File: config.mk
export PLATFORM = sky130hd
export DESIGN_NAME = can_rx_flag_reg
export DESIGN_NICKNAME = d
export VERILOG_FILES = /design/src/rtl/crf_pkg.sv /design/src/rtl/crf_rst_sync.sv /design/src/rtl/crf_stat_track.sv /design/src/rtl/crf_flag_cell.sv /design/src/rtl/crf_ien.sv /design/src/rtl/can_rx_flag_reg.sv
export SDC_FILE = /design/constraint.sdc
export NUM_CORES = 1
export LEC_CHECK = 0
export BUFFER_PORTS_ARGS = -buffer_cell sky130_fd_sc_hd__buf_2
export CAP_MARGIN = 20
export CORE_MARGIN = 2
export CORE_UTILIZATION = 43
export CTS_CLUSTER_DIAMETER = 100
export DETAILED_ROUTE_END_ITERATION = 8
export GPL_TIMING_DRIVEN = 0
export PLACE_DENSITY_LB_ADDON = 0.3
export SLEW_MARGIN = 0
export SYNTH_ARGS = -nofsm -noshare
export SYNTH_HDL_FRONTEND = slang
export SYNTH_SLANG_ARGS = --single-unit
File: constraint.sdc
create_clock -name clk -period 2.25 [get_ports clk]
set_clock_uncertainty 0.05 [all_clocks]
set_input_delay 0.45 -clock clk [delete_from_list [all_inputs] [get_ports clk]]
set_output_delay 0.45 -clock clk [all_outputs]
set_load 0.05 [all_outputs]
File: src/rtl/crf_pkg.sv
package crf_pkg;
  localparam int REG_W   = 8;
  localparam int FLAG_N  = 4;
  localparam int STAT_W  = 2;

  // flag index -> bit position in the readable register
  // index 0 rx-full, 1 overrun, 2 status change, 3 wake-up
  localparam int FLAG_POS [FLAG_N] = '{0, 1, 6, 7};

  localparam int POS_RXST = 4;
  localparam int POS_TXST = 2;

  localparam logic [REG_W-1:0] IEN_MASK = 8'hC3;

  typedef enum logic {
    SEL_FLAG = 1'b0,
    SEL_IEN  = 1'b1
  } crf_sel_e;
endpackage

File: src/rtl/crf_rst_sync.sv
module crf_rst_sync #(
  parameter int STAGES = 2
) (
  input  logic clk,
  input  logic rst_n,
  output logic rst_q
);
  logic [STAGES-1:0] chain_q;
  logic [STAGES-1:0] chain_d;

  always_comb begin
    chain_d = {chain_q[STAGES-2:0], 1'b1};
  end

  always_ff @(posedge clk or negedge rst_n) begin
    if (!rst_n) chain_q <= '0;
    else        chain_q <= chain_d;
  end

  assign rst_q = chain_q[STAGES-1];
endmodule

File: src/rtl/crf_stat_track.sv
module crf_stat_track #(
  parameter int W = 4
) (
  input  logic         clk,
  input  logic         rst_n,
  input  logic [W-1:0] stat_i,
  output logic [W-1:0] stat_o,
  output logic         chg_o
);
  logic [W-1:0] stat_q;
  logic         upd;

  always_comb begin
    upd = (stat_i != stat_q);
  end

  always_ff @(posedge clk or negedge rst_n) begin
    if (!rst_n)   stat_q <= '0;
    else if (upd) stat_q <= stat_i;
  end

  assign stat_o = stat_q;
  assign chg_o  = upd;
endmodule

File: src/rtl/crf_flag_cell.sv
module crf_flag_cell (
  input  logic clk,
  input  logic rst_n,
  input  logic hold_i,
  input  logic set_i,
  input  logic busy_i,
  input  logic clr_i,
  output logic flag_o
);
  logic flag_q;
  logic flag_d;
  logic upd;

  always_comb begin
    upd    = 1'b0;
    flag_d = flag_q;
    if (hold_i) begin
      upd    = 1'b1;
      flag_d = 1'b0;
    end else if (set_i) begin
      upd    = 1'b1;
      flag_d = 1'b1;
    end else if (clr_i && !busy_i) begin
      upd    = 1'b1;
      flag_d = 1'b0;
    end
  end

  always_ff @(posedge clk or negedge rst_n) begin
    if (!rst_n)   flag_q <= 1'b0;
    else if (upd) flag_q <= flag_d;
  end

  assign flag_o = flag_q;
endmodule

File: src/rtl/crf_ien.sv
module crf_ien
  import crf_pkg::*;
(
  input  logic             clk,
  input  logic             rst_n,
  input  logic             wr_i,
  input  logic [REG_W-1:0] data_i,
  input  logic [REG_W-1:0] flags_i,
  output logic [REG_W-1:0] ien_o,
  output logic             irq_o
);
  logic [REG_W-1:0] ien_q;
  logic [REG_W-1:0] ien_d;

  always_comb begin
    ien_d = data_i & IEN_MASK;
  end

  always_ff @(posedge clk or negedge rst_n) begin
    if (!rst_n)    ien_q <= '0;
    else if (wr_i) ien_q <= ien_d;
  end

  assign ien_o = ien_q;
  assign irq_o = |(flags_i & ien_q & IEN_MASK);
endmodule

File: src/rtl/can_rx_flag_reg.sv
module can_rx_flag_reg
  import crf_pkg::*;
#(
  parameter int SYNC_STAGES = 2
) (
  input  logic              clk,
  input  logic              rst_n,
  input  logic              wr_en,
  input  logic              wr_sel,
  input  logic [REG_W-1:0]  wr_data,
  input  logic              init_req,
  input  logic              init_ack,
  input  logic              wake_set,
  input  logic              wake_busy,
  input  logic              ovr_set,
  input  logic              ovr_busy,
  input  logic              rxf_set,
  input  logic              rxf_busy,
  input  logic [STAT_W-1:0] rx_stat,
  input  logic [STAT_W-1:0] tx_stat,
  output logic [REG_W-1:0]  rd_flags,
  output logic [REG_W-1:0]  rd_ien,
  output logic              irq
);
  localparam int SW = 2 * STAT_W;

  logic              rst_q;
  logic              hold;
  logic              wr_flag;
  logic              wr_ien;
  logic [SW-1:0]     stat_q;
  logic              stat_chg;
  logic [FLAG_N-1:0] f_set;
  logic [FLAG_N-1:0] f_busy;
  logic [FLAG_N-1:0] f_q;
  logic [REG_W-1:0]  flags_w;

  crf_rst_sync #(.STAGES(SYNC_STAGES)) u_rst (
    .clk   (clk),
    .rst_n (rst_n),
    .rst_q (rst_q)
  );

  always_comb begin
    hold    = init_req && init_ack;
    wr_flag = wr_en && (wr_sel == SEL_FLAG) && !init_req && !init_ack;
    wr_ien  = wr_en && (wr_sel == SEL_IEN);
    f_set   = {wake_set,  stat_chg, ovr_set,  rxf_set};
    f_busy  = {wake_busy, stat_chg, ovr_busy, rxf_busy};
  end

  crf_stat_track #(.W(SW)) u_stat (
    .clk    (clk),
    .rst_n  (rst_q),
    .stat_i ({rx_stat, tx_stat}),
    .stat_o (stat_q),
    .chg_o  (stat_chg)
  );

  for (genvar g = 0; g < FLAG_N; g++) begin : g_flag
    crf_flag_cell u_cell (
      .clk    (clk),
      .rst_n  (rst_q),
      .hold_i (hold),
      .set_i  (f_set[g]),
      .busy_i (f_busy[g]),
      .clr_i  (wr_flag && wr_data[FLAG_POS[g]]),
      .flag_o (f_q[g])
    );
  end

  always_comb begin
    flags_w = '0;
    for (int i = 0; i < FLAG_N; i++) flags_w[FLAG_POS[i]] = f_q[i];
    flags_w[POS_RXST +: STAT_W] = stat_q[STAT_W +: STAT_W];
    flags_w[POS_TXST +: STAT_W] = stat_q[0 +: STAT_W];
  end

  crf_ien u_ien (
    .clk     (clk),
    .rst_n   (rst_q),
    .wr_i    (wr_ien),
    .data_i  (wr_data),
    .flags_i (flags_w),
    .ien_o   (rd_ien),
    .irq_o   (irq)
  );

  assign rd_flags = flags_w;
endmodule

==> impl_metrics.yaml <==
outcome:
  status: "completed"
power:
  p_clk_share_pct: 27.1
  p_leak_nw: 0.4626
  finalPower_uw: 659.1
  p_int_uw: 431.7
  netSwitchingFraction_pct: 34.50
  comb_power_share_pct: 28.9
  ir_drop_uv: 468.4
  power_density_mw_per_mm2: 764.5
  pwr-share-seq_pct: 44.0
  p_sw_uw: 227.4
clock_tree:
  cts_made_buffers: 3
  clk_latency_ns: 0.28
  cts.sinks: 14
  cts_tree: "yes"
  root_buffer: "clkbuf_4"
  clk_pin_slew_worst_paths_ns: 0.09
  h-tree-depth: 1
  postCtsResizedCells: 0
  clock_path_buffers: 2
grt:
  antenna_found_initial: 0
  grt.total_usage_pct: 15.66
  grt_max_degree: 13
  grt_pass1_vias: 505
  grt_overflow: 0
  grt_pass1_wl_um: 2056
timing:
  setup-violations-final: 0
  finalWorstSetupSlack_ns: 0.5930
  fin_crit_ns: 1.657
  finalHoldViolCount: 0
  fin_tns_setup_ns: 0
  fmax_ghz: 0.6035
  final-max-slew-violation-count: 0
  rsz0062_at_grt: "false"
  fin_crit_sh_pct: 73.64
setup_path:
  r2r_slack_ns: 1.15
  rr_startpoint: "u_stat.stat_o[0]"
  arrival_ns: 1.16
  rr_endpoint: "g_flag[2].u_cell.flag_o"
  required_ns: 1.75
  cp_max_fo: 3
  path_class: "reg2out"
  reg2regPathDepth: 3
  setup.worst_path.start_class: "register"
  crit_path_end_kind: "primary output"
placed_design:
  hpwlAfterDp_um: 933.9
  dpl_worst_slack_ns: 0.5464
  dp_cells: 108
  io_buffers: 32
  place_congestion: 0.7318
route:
  routed_via_density: 4.531
  routed_wirelength_um: 1161
  remaining_drc_errors: 0
  postRouteAntennaNets: 0
  first_pass_iters: 3
  wl_per_cell_um: 10.27
  vias: 512
  drt_iter0_drc: 3
die:
  die_x_um: 42.14
  die_area_mm2: 0.001776
  coreArea_mm2: 0.001334
  initial_core_util_pct: 46.90
  rows: 13
  die_h_um: 42.14
  io_pins: 41
synth:
  ys_ff_latch: 14
  syn_area_um2: 625.6
  ys_types: 13
  yosysSeqAreaShare_pct: 56.00
  avgSynthCellArea_um2: 10.79
  syn_inst: 58
  synth_warnings: 0
finish:
  drive_gt1_share_pct: 45.92
  multiInputGateArea_um2: 196.4
  area_growth_pct: 37.80
  regArea_um2: 350.3
  layout.nets: 123
  fill_cells: 126
  final_cells: 113
  num_antenna_cells: 0
run:
  cap_violations: 0
hold_path:
  holdCritPathClass: "reg2async"
-- power by group through the flow --
| stage | clock network [mW] | logic [mW] | registers [mW] |
|---|---|---|---|
| 6_report | 0.178 | 0.191 | 0.290 |
| 5_1_grt | 0.199 | 0.203 | 0.294 |
| 4_1_cts | 0.187 | 0.192 | 0.291 |
| 3_5_place_dp | 0 | 0.190 | 0.296 |
| 3_3_place_gp | 0 | 0.189 | 0.294 |
| 2_1_floorplan | 0 | 0.0991 | 0.338 |
-- flip-flops by register name (all words and copies together), names as in the netlist --
signal,flops
u_rst.chain_q,2
u_stat.stat_o,4
u_ien.ien_o,4
g_flag.u_cell.flag_o,4
-- layout by cell type, fill, tap and decap left out --
cell | synthesis | final
a2bb2oi_1 | 3 | 3
buf_4 | 8 | 8
clkbuf_4 | 0 | 3
conb_1 | 2 | 5
or4b_4 | 1 | 1
dlygate4sd3_1 | 0 | 1
nand2_1 | 6 | 6
o21ai_0 | 5 | 5
a22oi_1 | 3 | 3
clkbuf_8 | 0 | 1
buf_2 | 0 | 32
dfrtp_1 | 14 | 14
inv_1 | 4 | 4
nor4_1 | 1 | 1
o31a_1 | 3 | 3
xor2_1 | 4 | 4
clkbuf_1 | 4 | 4
-- per-layer routing --
layer / track usage [%] / up-vias / share of wire (%)
met5: 0 / - / 0
met4: 5.625 / 0 / 1.4
met3: 6.466 / 2 / 8.2
met2: 29.06 / 23 / 53
met1: 15.43 / 229 / 37
li1: - / 258 / -
-- kinds of logic (layout without fill, tap and decap cells) --
family / Yosys count / count (layout) / share of synthesized area (%)
simple gates: 8 / 8 / 6.800
buf+inv: 16 / 53 / 14.40
other cells: 2 / 5 / 1.200
xor+xnor: 4 / 4 / 5.599
compound gates: 14 / 14 / 16.00
flops: 14 / 14 / 56.00
-- stage by stage --
stage	hold slack, ns	area (um^2)	utilization, %
CTS	0.1706	862.1	64.63
floorplan	0.09722	636.9	-
global placement	0.1532	815.8	61.16
finish	0.1545	862.1	64.63
detailed placement	0.1616	815.8	61.16
global route	0.2029	862.1	64.63
-- final cells by class --
cell class	instances	area share [%]
clock buffers	4	4.209
inverters	4	1.742
flip-flops and latches	14	40.64
repair buffers	33	19.74
multi-input cells	31	22.79
plain buffers	12	8.708
well taps	15	2.177
-- synthesized netlist by cell type --
cell type  number  area share [%]
or4b_4          1             2.2
buf_4           8             9.6
nor4_1          1             1.0
nand2_1         6             3.6
conb_1          2             1.2
a22oi_1         3             3.6
xor2_1          4             5.6
o21ai_0         5             4.0
o31a_1          3             4.2
clkbuf_1        4             2.4
inv_1           4             2.4
dfrtp_1        14              56
a2bb2oi_1       3             4.2
-- worst max-delay path, stage by stage (launching register included) --
cell and delay [ns]:
dfrtp_1 0.41, a22oi_1 0.20, nand2_1 0.06, buf_2 0.21
-- worst max-delay path by stage --
| stage | from | end | slack (ns) | depth (start not counted) |
|---|---|---|---|---|
| floorplan | u_ien.ien_o[1] | irq | 0.59 | 2 |
| global placement | init_req | g_flag[1].u_cell.flag_o | 0.56 | 4 |
| detailed placement | init_req | g_flag[0].u_cell.flag_o | 0.55 | 4 |
| CTS | g_flag[0].u_cell.flag_o | irq | 0.58 | 3 |
| global route | g_flag[0].u_cell.flag_o | irq | 0.51 | 3 |
| finish | g_flag[0].u_cell.flag_o | irq | 0.59 | 3 |
-- what timing repair did --
item                                   CTS  global route
endpoints found under the hold margin    2             0
hold buffers                             1             0
buffers inserted                         0             0
(Power assumes the default switching activity.)
